**config.mk**
```make
export PLATFORM = sky130hd
export DESIGN_NAME = irq_feedback_port
export DESIGN_NICKNAME = d
export VERILOG_FILES = /design/src/rtl/irq_feedback_port.sv
export SDC_FILE = /design/constraint.sdc
export NUM_CORES = 1
export LEC_CHECK = 0
export ABC_AREA = 1
export BUFFER_PORTS_ARGS = -buffer_cell sky130_fd_sc_hd__buf_2
export CELL_PAD_IN_SITES_DETAIL_PLACEMENT = 0
export CELL_PAD_IN_SITES_GLOBAL_PLACEMENT = 2
export CORE_UTILIZATION = 17
export CTS_CLUSTER_SIZE = 25
export DETAILED_ROUTE_END_ITERATION = 10
export MAX_ROUTING_LAYER = met4
export PLACE_DENSITY = 0.9
export SLEW_MARGIN = 20
export SYNTH_ARGS = -nofsm -noshare
export SYNTH_HDL_FRONTEND = slang
export SYNTH_SLANG_ARGS = --single-unit
export TNS_END_PERCENT = 100
```
**constraint.sdc**
```tcl
create_clock -name clk -period 1.9 [get_ports clk]
set_input_delay 0.19 -clock clk [delete_from_list [all_inputs] [get_ports clk]]
set_output_delay 0.19 -clock clk [all_outputs]
set_load 0.005 [all_outputs]
```
**src/rtl/irq_feedback_port.sv**
```systemverilog
module irq_feedback_port #(
  parameter int ADDR_W = 16,
  parameter int DATA_W = 8,
  parameter logic [ADDR_W-1:0] PORT_ADDR = 16'hBFFC,
  parameter logic [DATA_W-1:0] KEEP_MASK = 8'h7F,
  parameter int IRQ_BIT = 0,
  parameter int NMI_BIT = 1
) (
  input  logic              clk,
  input  logic              rst_n,
  input  logic [ADDR_W-1:0] addr,
  input  logic [DATA_W-1:0] wdata,
  input  logic              wr_en,
  input  logic              rd_en,
  output logic [DATA_W-1:0] rdata,
  output logic              ram_sel,
  output logic              irq_n,
  output logic              nmi_n
);

  logic              hit;
  logic [DATA_W-1:0] fb_q;

  assign hit = (addr == PORT_ADDR);

  always_ff @(posedge clk or negedge rst_n) begin
    if (!rst_n)
      fb_q <= '0;
    else if (wr_en && hit)
      fb_q <= wdata & KEEP_MASK;
  end

  assign rdata   = (rd_en && hit) ? (fb_q & KEEP_MASK) : '0;
  assign ram_sel = (rd_en || wr_en) && !hit;
  assign irq_n   = ~fb_q[IRQ_BIT];
  assign nmi_n   = ~fb_q[NMI_BIT];

  a_r2_store: assert property (@(posedge clk) disable iff (!rst_n)
    (wr_en && hit) |=> (rd_en && hit) -> (rdata == ($past(wdata) & KEEP_MASK)));

  a_r3_idle_zero: assert property (@(posedge clk) disable iff (!rst_n)
    !(rd_en && hit) |-> (rdata == '0));

  a_r4_irq_follow: assert property (@(posedge clk) disable iff (!rst_n)
    (wr_en && hit) |=> (irq_n == !$past(wdata[IRQ_BIT])));

  a_r5_nmi_follow: assert property (@(posedge clk) disable iff (!rst_n)
    (wr_en && hit) |=> (nmi_n == !$past(wdata[NMI_BIT])));

  a_r6_other_keep: assert property (@(posedge clk) disable iff (!rst_n)
    !(wr_en && hit) |=> ($stable(irq_n) && $stable(nmi_n)));

  a_r7_no_overlap: assert property (@(posedge clk) disable iff (!rst_n)
    hit |-> !ram_sel);

endmodule

```
==> reports/results.md <==
| Result | This run | Unit |
|:---|:---|:---|
| Number of rows created at floorplan | 18 | - |
| Top reg by flops | fb_q | - |
| Worst setup path class | input port to output port | - |
| Post-route clock period utilization | 69.3 | % |
| Initial Utilization | 18.6 | % |
| Sequential area share after synthesis | 36.6 | % |
| Result of the run | finished, final reports clean | - |
| Post-layout instance area | 719 | µm² |
| Commonest cells after routing, fill and taps aside | 36 x sky130_fd_sc_hd__buf_2, 27 x sky130_fd_sc_hd__nand2_1, 16 x sky130_fd_sc_hd__nor2_1, 15 x sky130_fd_sc_hd__inv_1, 8 x sky130_fd_sc_hd__nand3_1 | - |
| Startpoint of the lowest-slack register-to-register path | fb_q[6] | - |
| Cell at the root of the clock tree | sky130_fd_sc_hd__clkbuf_4 | - |
| Placed wire-length estimate after detailed placement | 1.09 | mm |
| GPL Wtd Cong | 0.690 | - |
| Met1 Usage GRT | 12.0 | % |
| Clock Path Buffers | 2 | - |
| Hold Path Class | input port to flip-flop | - |
| Global-route usage over all layers | 10.5 | % |
| Post-layout worst setup margin | 0.584 | ns |
| Critical-path maximum fanout | 9 | - |
| Count of warnings emitted by yosys | 0 | - |
| Wire length per cell | 8.53 | µm |
| CTS H-Tree Depth | 1 | - |
| Maximum capacitance violations | 0 | - |
| Cell count of the worst reg-to-reg path | 2 | - |
| Register bit total from synthesis | 7 | - |
| Buffers added on ports | 36 | - |
| Instance area at placement | 683 | µm² |
| Arrival time worst endpoint | 1.13 | ns |
| Final period demand of the worst path | 1.32 | ns |
| Clock slew at reported path FFs | 0.05 | ns |
| Most frequent standard cell in the layout excluding fill and tap cells | sky130_fd_sc_hd__buf_2 | - |
| Overall overflow remaining after global route | 0 | - |
| Die span in y | 55.0 | µm |
| Final-layout setup total negative slack | 0 | ns |
| Leak | 0.000428 | µW |
| Mean Syn Cell Area | 6.05 | µm² |
| Post-synth cell types | 11 | - |
| Die area | 3030 | µm² |
| Global routing's busiest layer | met2 | - |
| Largest net degree at the start of global routing | 10 | - |
| Setup-violating endpoint count in the final report | 0 | - |
| RSZ-0062 raised after global routing | false | - |
| Setup slack, reg-to-reg | 1.28 | ns |
| Die width | 55.0 | µm |
| Number of DRC markers in iteration 0 | 11 | - |
| Number of clock buffers inserted by TritonCTS | 3 | - |
| Residual DRC count | 0 | - |
| Wire length of the first global-routing pass | 2.07 | mm |
| Clock tree from TritonCTS | done | - |
| Number of nets at the end of the flow | 147 | - |
| Diode insertion count for antenna repair | 0 | - |
| Final Routed Wirelength | 1.26 | mm |
| Area of the placeable core | 2570 | µm² |
| Data required, critical path | 1.71 | ns |
| Number of setup buffers added after CTS | 0 | - |
| Critical path launch point type | input port | - |
| Pre-CTS worst setup slack | 0.562 | ns |
| P&R area growth vs syn | 50.5 | % |
| Via count of the first global-routing pass | 522 | - |
| PwrDens | 463 | nW/µm² |
| Worst setup EP type | output port | - |
| Detailed-route vias per instance | 3.80 | - |
| Finished Core Util | 28.0 | % |
| Io pins | 39 | - |
| Antenna Violating Nets Remaining | 0 | - |
| Worst hold path stage count | 3 | - |
| Final count of hold timing violations | 0 | - |
| Met2 Track Usage GR | 16.1 | % |
| Total nets after synthesis | 107 | - |
| Crit Reg-Reg Endpoint | fb_q[6] | - |
| Worst-skew pair later-pin latency | 0.26 | ns |
| Layout cells sized above 1 | 34.7 | % |
| Instance count of the mapped netlist | 79 | - |
| Clock sinks | 7 | - |
| Peak clock frequency supported by timing | 0.760 | GHz |
| Hold endpoint | fb_q[0] | - |
| Mapped Area | 478 | µm² |
| Iteration count of the initial detailed-routing pass | 4 | - |
| Number of antenna violations at the first check in global routing | 0 | - |
| Max reg flops | 7 | - |
| Max Slew Vio Count | 0 | - |
| Startpoint of the lowest-slack hold path | wdata[0] | - |
| Peak supply drop | 0.000177 | V |
| Registers with the most flip-flops | fb_q (7) | - |
| Via count of the routed design | 563 | - |
| Worst Skew | 0 | ns |
| Met3 routing resource usage after global routing | 2.46 | % |
-- critical path: stages --
cell,delay (ns)
sky130_fd_sc_hd__buf_2,0.09
sky130_fd_sc_hd__inv_1,0.06
sky130_fd_sc_hd__nand2_1,0.05
sky130_fd_sc_hd__nor2_1,0.07
sky130_fd_sc_hd__nand2_1,0.09
sky130_fd_sc_hd__nor2_4,0.24
sky130_fd_sc_hd__nand2_4,0.12
sky130_fd_sc_hd__nor2_1,0.11
sky130_fd_sc_hd__buf_2,0.12
-- synth_stat cells --
library cell | instances | share of area [%]
sky130_fd_sc_hd__nand2_1 | 27 | 21
sky130_fd_sc_hd__buf_4 | 1 | 1.6
sky130_fd_sc_hd__buf_2 | 1 | 1.0
sky130_fd_sc_hd__nor2_1 | 16 | 13
sky130_fd_sc_hd__inv_1 | 15 | 12
sky130_fd_sc_hd__nand3_1 | 8 | 8.4
sky130_fd_sc_hd__nand2_4 | 1 | 2.4
sky130_fd_sc_hd__conb_1 | 1 | 0.78
sky130_fd_sc_hd__nand4_1 | 1 | 1.3
sky130_fd_sc_hd__nor2_4 | 1 | 2.4
sky130_fd_sc_hd__dfrtp_1 | 7 | 37
-- cells by family (layout without fill, tap and decap cells) --
group | after synthesis | in the layout | synth area share [%]
flip-flops | 7 | 7 | 36.6
AND/OR/NAND/NOR | 54 | 54 | 48.2
other | 1 | 1 | 0.785
buffers and inverters | 17 | 56 | 14.4
-- how the worst max path moves through the flow --
stage	start	end	slack, ns	cells past startpoint
6_report	addr[14]	rdata[2]	0.58	9
5_1_grt	addr[14]	rdata[3]	0.45	9
4_1_cts	addr[14]	rdata[2]	0.56	9
3_5_place_dp	addr[14]	rdata[2]	0.56	9
3_3_place_gp	addr[14]	rdata[2]	0.58	9
2_1_floorplan	addr[14]	rdata[0]	0.88	7
-- per-stage QoR --
stage	hold slack, ns	std cells	power (µW)
finish	0.174	148	333
CTS	0.171	148	338
global route	0.185	148	353
global placement	0.0244	143	197
floorplan	-0.106	79	168
detailed placement	0.0302	143	199
-- report_power, final --
part / total, µW / switching, µW / internal (µW)
Sequential: 149 / 0.0296 / 149
Combinational: 48.5 / 22.9 / 25.7
Clock: 135 / 54.7 / 80.1
Total: 333 / 77.6 / 255
-- repair_timing --
item / in CTS / in global routing
hold buffers: 1 / 0
hold endpoints to repair: 7 / 0
gates resized for setup: 0 / 0
-- routing by layer --
metal	wire [µm]	up-vias	part of all wire, %
met5	0	-	0
met4	43	0	3.4
met3	82	5	6.5
met2	544	23	43
met1	591	229	47
li1	-	306	-
-- final cells by class --
cell class | count | area (µm²)
inverter | 15 | 56.3
tap | 30 | 37.5
multi-input combinational | 55 | 234
timing repair buffer | 37 | 190
sequential | 7 | 175
fill | 307 | 1850
clock buffer | 4 | 26.3
Note: power is estimated with default switching activity, not from simulation.
